===== src/rtl/cmdseq_pkg.sv =====
package cmdseq_pkg;

   localparam int unsigned MATCH_W = 15;

   localparam logic [MATCH_W-1:0] LOC_HI = 15'h5555;
   localparam logic [MATCH_W-1:0] LOC_LO = 15'h2AAA;

   localparam logic [7:0] KEY_FIRST  = 8'hAA;
   localparam logic [7:0] KEY_SECOND = 8'h55;

   // third-step opcodes
   localparam logic [7:0] OP_ARM     = 8'hA0;
   localparam logic [7:0] OP_ID_IN3  = 8'h90;
   localparam logic [7:0] OP_ID_OUT  = 8'hF0;
   localparam logic [7:0] OP_EXTEND  = 8'h80;

   // sixth-step opcodes
   localparam logic [7:0] OP_WIPE    = 8'h10;
   localparam logic [7:0] OP_UNPROT  = 8'h20;
   localparam logic [7:0] OP_ID_IN6  = 8'h60;

   localparam logic [7:0] CODE_MAKER = 8'hBF;
   localparam logic [7:0] CODE_DEV_A = 8'h07;
   localparam logic [7:0] CODE_DEV_B = 8'h08;

   typedef enum logic [2:0] {
      ST_IDLE,
      ST_K1,
      ST_K2,
      ST_X3,
      ST_X4,
      ST_X5,
      ST_LOAD,
      ST_PAUSE
   } seq_state_e;

endpackage


===== src/rtl/cmdseq_classify.sv =====
module cmdseq_classify
   import cmdseq_pkg::*;
#(
   parameter int unsigned ADDR_W = 17,
   parameter int unsigned DATA_W = 8
) (
   input  logic [ADDR_W-1:0] addr,
   input  logic [DATA_W-1:0] data,
   output logic              at_hi,
   output logic              step_key1,
   output logic              step_key2
);

   logic [MATCH_W-1:0] low_addr;
   logic               at_lo;

   assign low_addr  = addr[MATCH_W-1:0];
   assign at_hi     = (low_addr == LOC_HI);
   assign at_lo     = (low_addr == LOC_LO);
   assign step_key1 = at_hi && (data == KEY_FIRST);
   assign step_key2 = at_lo && (data == KEY_SECOND);

endmodule


===== src/rtl/cmdseq_counter.sv =====
module cmdseq_counter #(
   parameter int unsigned CNT_W = 8
) (
   input  logic             clk,
   input  logic             rst_n,
   input  logic             clr,
   input  logic             inc,
   output logic [CNT_W-1:0] q
);

   always_ff @(posedge clk or negedge rst_n) begin
      if (!rst_n)   q <= '0;
      else if (clr) q <= '0;
      else if (inc) q <= q + 1'b1;
   end

endmodule


===== src/rtl/cmdseq_idmux.sv =====
module cmdseq_idmux
   import cmdseq_pkg::*;
#(
   parameter int unsigned ADDR_W      = 17,
   parameter int unsigned DATA_W      = 8,
   parameter int unsigned DEV_VARIANT = 0
) (
   input  logic              id_active,
   input  logic [ADDR_W-1:0] rd_addr,
   output logic              sel,
   output logic [DATA_W-1:0] rdata
);

   logic [DATA_W-1:0] dev_code;

   generate
      if (DEV_VARIANT == 0) begin : g_dev_a
         assign dev_code = CODE_DEV_A;
      end else begin : g_dev_b
         assign dev_code = CODE_DEV_B;
      end
   endgenerate

   assign sel   = id_active;
   assign rdata = !id_active ? '0 : (rd_addr[0] ? dev_code : CODE_MAKER);

endmodule


===== src/rtl/cmdseq_decoder.sv =====
module cmdseq_decoder
   import cmdseq_pkg::*;
#(
   parameter int unsigned ADDR_W        = 17,
   parameter int unsigned DATA_W        = 8,
   parameter int unsigned PAGE_BYTES    = 128,
   parameter int unsigned LOAD_WIN      = 64,
   parameter int unsigned EXIT_PAUSE    = 2000,
   parameter int unsigned DEV_VARIANT   = 0,
   parameter bit          PROT_AT_RESET = 1'b0
) (
   input  logic              clk,
   input  logic              rst_n,
   input  logic              wr_stb,
   input  logic [ADDR_W-1:0] wr_addr,
   input  logic [DATA_W-1:0] wr_data,
   input  logic [ADDR_W-1:0] rd_addr,
   output logic              id_mode,
   output logic              prot_on,
   output logic              id_rd_sel,
   output logic [DATA_W-1:0] id_rd_data,
   output logic              arr_we,
   output logic [ADDR_W-1:0] arr_addr,
   output logic [DATA_W-1:0] arr_data,
   output logic              erase_pulse
);

   localparam int unsigned SPAN_A = (PAGE_BYTES > LOAD_WIN) ? PAGE_BYTES : LOAD_WIN;
   localparam int unsigned SPAN   = (SPAN_A > EXIT_PAUSE) ? SPAN_A : EXIT_PAUSE;
   localparam int unsigned CNT_W  = $clog2(SPAN + 1);
   localparam logic [CNT_W-1:0] LAST_BYTE  = CNT_W'(PAGE_BYTES - 1);
   localparam logic [CNT_W-1:0] LAST_QUIET = CNT_W'(LOAD_WIN - 1);
   localparam logic [CNT_W-1:0] LAST_PAUSE = CNT_W'(EXIT_PAUSE - 1);

   generate
      if (ADDR_W < MATCH_W) begin : g_chk_addr
         $error("cmdseq_decoder: ADDR_W must be at least 15");
      end
      if (DATA_W != 8) begin : g_chk_data
         $error("cmdseq_decoder: DATA_W must be 8");
      end
      if (PAGE_BYTES < 1 || LOAD_WIN < 1 || EXIT_PAUSE < 1) begin : g_chk_cnt
         $error("cmdseq_decoder: counts must be non-zero");
      end
   endgenerate

   seq_state_e        st_q, st_d;
   logic              prot_d, id_d, we_d, wipe_d;
   logic              at_hi, step_key1, step_key2;
   logic              byte_clr, byte_inc, tmr_clr, tmr_inc;
   logic [CNT_W-1:0]  byte_cnt, tmr_cnt;

   cmdseq_classify #(.ADDR_W(ADDR_W), .DATA_W(DATA_W)) u_classify (
      .addr      (wr_addr),
      .data      (wr_data),
      .at_hi     (at_hi),
      .step_key1 (step_key1),
      .step_key2 (step_key2)
   );

   cmdseq_counter #(.CNT_W(CNT_W)) u_byte_cnt (
      .clk (clk), .rst_n (rst_n), .clr (byte_clr), .inc (byte_inc), .q (byte_cnt)
   );

   cmdseq_counter #(.CNT_W(CNT_W)) u_tmr_cnt (
      .clk (clk), .rst_n (rst_n), .clr (tmr_clr), .inc (tmr_inc), .q (tmr_cnt)
   );

   cmdseq_idmux #(.ADDR_W(ADDR_W), .DATA_W(DATA_W), .DEV_VARIANT(DEV_VARIANT)) u_idmux (
      .id_active (id_mode),
      .rd_addr   (rd_addr),
      .sel       (id_rd_sel),
      .rdata     (id_rd_data)
   );

   always_comb begin
      st_d     = st_q;
      prot_d   = prot_on;
      id_d     = id_mode;
      we_d     = 1'b0;
      wipe_d   = 1'b0;
      byte_clr = 1'b0;
      byte_inc = 1'b0;
      tmr_clr  = 1'b0;
      tmr_inc  = 1'b0;
      case (st_q)
         ST_IDLE: begin
            if (wr_stb) begin
               if (step_key1)              st_d = ST_K1;
               else if (!prot_on && !id_mode) we_d = 1'b1;
            end
         end
         ST_K1: if (wr_stb) st_d = step_key2 ? ST_K2 : ST_IDLE;
         ST_K2: begin
            if (wr_stb) begin
               st_d = ST_IDLE;
               if (at_hi) begin
                  case (wr_data)
                     OP_ARM: begin
                        prot_d   = 1'b1;
                        st_d     = ST_LOAD;
                        byte_clr = 1'b1;
                        tmr_clr  = 1'b1;
                     end
                     OP_ID_IN3: id_d = 1'b1;
                     OP_ID_OUT: begin
                        st_d    = ST_PAUSE;
                        tmr_clr = 1'b1;
                     end
                     OP_EXTEND: st_d = ST_X3;
                     default:   st_d = ST_IDLE;
                  endcase
               end
            end
         end
         ST_X3: if (wr_stb) st_d = step_key1 ? ST_X4 : ST_IDLE;
         ST_X4: if (wr_stb) st_d = step_key2 ? ST_X5 : ST_IDLE;
         ST_X5: begin
            if (wr_stb) begin
               st_d = ST_IDLE;
               if (at_hi) begin
                  case (wr_data)
                     OP_WIPE:   wipe_d = 1'b1;
                     OP_UNPROT: prot_d = 1'b0;
                     OP_ID_IN6: id_d   = 1'b1;
                     default:   st_d   = ST_IDLE;
                  endcase
               end
            end
         end
         ST_LOAD: begin
            if (wr_stb) begin
               we_d    = 1'b1;
               tmr_clr = 1'b1;
               if (byte_cnt == LAST_BYTE) st_d = ST_IDLE;
               else                       byte_inc = 1'b1;
            end else if (tmr_cnt == LAST_QUIET) begin
               st_d = ST_IDLE;
            end else begin
               tmr_inc = 1'b1;
            end
         end
         ST_PAUSE: begin
            if (tmr_cnt == LAST_PAUSE) begin
               st_d = ST_IDLE;
               id_d = 1'b0;
            end else begin
               tmr_inc = 1'b1;
            end
         end
         default: st_d = ST_IDLE;
      endcase
   end

   always_ff @(posedge clk or negedge rst_n) begin
      if (!rst_n) begin
         st_q        <= ST_IDLE;
         prot_on     <= PROT_AT_RESET;
         id_mode     <= 1'b0;
         arr_we      <= 1'b0;
         erase_pulse <= 1'b0;
         arr_addr    <= '0;
         arr_data    <= '0;
      end else begin
         st_q        <= st_d;
         prot_on     <= prot_d;
         id_mode     <= id_d;
         arr_we      <= we_d;
         erase_pulse <= wipe_d;
         if (we_d) begin
            arr_addr <= wr_addr;
            arr_data <= wr_data;
         end
      end
   end

endmodule


===== config.mk =====
export PLATFORM = sky130hd
export DESIGN_NAME = cmdseq_decoder
export DESIGN_NICKNAME = d
export VERILOG_FILES = /design/src/rtl/cmdseq_pkg.sv /design/src/rtl/cmdseq_classify.sv /design/src/rtl/cmdseq_counter.sv /design/src/rtl/cmdseq_idmux.sv /design/src/rtl/cmdseq_decoder.sv
export SDC_FILE = /design/constraint.sdc
export NUM_CORES = 1
export LEC_CHECK = 0
export ABC_AREA = 1
export BUFFER_PORTS_ARGS = -buffer_cell sky130_fd_sc_hd__buf_2
export CORE_UTILIZATION = 46
export DETAILED_ROUTE_END_ITERATION = 10
export PLACE_DENSITY_LB_ADDON = 0.15
export SETUP_SLACK_MARGIN = 0.3
export SLEW_MARGIN = 20
export SYNTH_ARGS = -nofsm -noshare
export SYNTH_HDL_FRONTEND = slang
export SYNTH_SLANG_ARGS = --single-unit

===== constraint.sdc =====
create_clock -name clk -period 2 [get_ports clk]
set_input_delay 0.3 -clock clk [delete_from_list [all_inputs] [get_ports clk]]
set_output_delay 0.3 -clock clk [all_outputs]
set_load 0.02 [all_outputs]

==> impl_metrics.json <==
{
  "area_growth_syn_to_layout_pct": 18.4,
  "max_freq_mhz": 607,
  "power_leakage_nw": 2.15,
  "synth_most_common_cell": "nand2_1",
  "synth_edf_count": 0,
  "post-route-drc-count": 0,
  "maxCapViolations": 0,
  "crit_path_start_kind": "register",
  "die_width_microns": 86.3,
  "grt_pass1_wl_mm": 12.7,
  "synth_ff_type": "dfrtp_1",
  "hold_viol": 0,
  "fin_crit_sh_pct": 82.4,
  "synth-seq-cells": 54,
  "vdd_drop_max_uv": 643,
  "grt_overflow": 0,
  "whs_ns": 0.0217,
  "rsz0062_at_grt": "no",
  "wirelength_mm": 7.60,
  "syn_nets": 536,
  "synth_common_cells": "172 x nand2_1, 64 x nor2_1, 60 x inv_1, 60 x nand3_1, 54 x dfrtp_1",
  "drt-initial-drc-count": 136,
  "detailed_place_hpwl_mm": 5.46,
  "yosysSeqAreaShare_pct": 41.3,
  "syn-cell-area_sq_mm": 0.00327,
  "syn_avg_cell_area_sq_um": 6.68,
  "yosysWarnings": 0,
  "synthCells": 489,
  "cts_root_buf": "clkbuf_8",
  "cp-end-kind": "register",
  "portBuffers": 65,
  "hold_path.class": "input port to asynchronous set/reset pin",
  "arrival_ns": 1.91,
  "core_area_sq_mm": 0.00683,
  "worst_pin_slew_ns": 0.709,
  "numCtsBuffers": 5,
  "clk_latency_ns": 0.32,
  "vias_per_cell": 4.79,
  "finalClockSkew_ns": 0.0144,
  "fin_crit_ns": 1.65,
  "cts_sinks": 54,
  "place.gp.congestion": 0.884,
  "wl_per_cell_microns": 11.6,
  "slew_viol_final": 0,
  "grt_max_degree": 31,
  "die_area_sq_mm": 0.00745,
  "die_height_microns": 86.3,
  "synthArstFlopShare_pct": 100,
  "num_io_pins": 83,
  "yosys.area.top_type": "dfrtp_1",
  "powerDensity_mw_per_mm2": 862,
  "netlist-cell-type-count": 25,
  "grt.total_usage_pct": 21.6,
  "cts_tree": "done",
  "drive_gt1_share_pct": 20.3,
  "fillers": 689,
  "antenna_found_initial": 0,
  "row_count": 30,
  "fin_nets": 603,
  "setup_viol": 0,
  "grt_pass1_vias": 2849,
  "slew_headroom_pct": 52.8,
  "via_count": 3126,
  "power_mw": 3.34,
  "firstDrtPassIters": 4,
  "antennaDiodeCount": 0,
  "clk_pin_slew_ns": 0.10,
  "critPathMaxFanout": 3,
  "start_util_pct": 47.8,
  "stdcell_count": 653,
  "outcome": "completed",
  "required_ns": 2.26,
  "placedCellCount": 638,
  "synth_top_area_share_pct": 41.3,
  "htree_levels": 2,
  "cts_buffer_depth": 2,
  "critPathKind": "register to register",
  "fin_tns_setup_ns": 0,
  "yosys-top-cells-area": "dfrtp_1 41%, nand2_1 20%, nand3_1 9.2%",
  "drtAntennaViolNets": 0
}
==> path summary, 6_finish.rpt <==
path / from / end / slack (ns) / cells past startpoint
max in group asynchronous: rst_n / u_byte_cnt.q[8] / 1.39 / 2
max reg2reg: u_tmr_cnt.q[1] / u_tmr_cnt.q[10] / 0.35 / 10
max: u_tmr_cnt.q[1] / u_tmr_cnt.q[10] / 0.35 / 10
min in group clk: wr_addr[15] / arr_addr[15] / 0.18 / 3
min reg2reg: arr_data[3] / arr_data[3] / 0.51 / 2
min: rst_n / arr_addr[1] / 0.02 / 1
==> layer usage <==
| metal | GRT usage [%] | vias up | wire (microns) |
|---|---|---|---|
| met2 | 35.6 | 75 | 3440 |
| met1 | 29.6 | 1411 | 3720 |
| li1 | - | 1634 | - |
| met3 | 3.90 | 6 | 360 |
| met4 | 5.00 | 0 | 65 |
| met5 | 0 | - | 0 |
==> cell families after synthesis <==
family,count (synthesis),synth area share [%]
xor gates and xnor gates,2,0.536
adders and majority gates,2,0.766
DFF,54,41.3
buffers and inverters,80,11.0
AOI/OAI and AO/OA,13,1.99
other,1,0.115
and+or+nand+nor,337,44.3
==> per-stage QoR <==
stage	area, sq um	util, %	setup WS (ns)
detailed placement	3640	53.3	0.224
finish	3870	56.6	0.353
global placement	3640	53.3	0.254
floorplan	3270	-	0.491
global route	3870	56.6	0.256
CTS	3760	55.1	0.291
==> where the power goes <==
group	internal, mW	switching (mW)
Clock	0.375	0.363
Sequential	1.34	0.139
Combinational	0.370	0.745
==> registers in the layout (all words and copies together) (netlist names) <==
name and cells:
arr_data 8, id_mode 1, st_q 3, u_tmr_cnt.q 11, prot_on 1, u_byte_cnt.q 11
arr_addr 17, arr_we 1, erase_pulse 1
==> layout make-up <==
cell class | instances | area (sq um) | area share [%]
Timing Repair Buffer | 77 | 432 | 11.2
Multi-Input combinational cell | 355 | 1620 | 41.9
Clock buffer | 7 | 76.3 | 1.97
Clock inverter | 1 | 30.0 | 0.776
Sequential cell | 54 | 1350 | 35.0
Tap cell | 96 | 120 | 3.10
Inverter | 63 | 236 | 6.11
==> worst max-delay path: stages (launching register included) <==
cell and delay (ns):
dfrtp_1 0.43, ha_4 0.16, nand3_1 0.13, nor2_2 0.17, buf_4 0.16, inv_1 0.06
nor3_1 0.21, nand2_1 0.08, nand2_1 0.06, nand2_1 0.04, nor2_1 0.09
==> layout by cell type (no fill, tap or decap) <==
cell type and count:
conb_1 1, nor3_1 18, a21oi_2 1, dfrtp_1 53, and2_1 1, a21oi_1 6
dfrtp_2 1, nand2_2 3, buf_12 1, nand2_1 171, xor2_1 2, buf_6 1
ha_4 1, buf_4 10, nor2_1 61, clkbuf_1 2, clkbuf_8 5, inv_2 6
nand4_1 5, nand2_4 3, ha_2 1, buf_2 65, nor3_2 2, nand3_1 59
bufinv_16 1, nor2_4 4, nand3_4 1, o21ai_0 6, nor2_2 6, nand3_2 1
nand3b_1 2, inv_1 57
==> what timing repair did <==
item	in CTS	in global routing
pin swaps	2	2
gates resized for setup	4	16
hold buffers	0	0
setup endpoints to repair	12	23
buffers inserted	1	6
No activity file was read; power rests on OpenSTA's default activity.
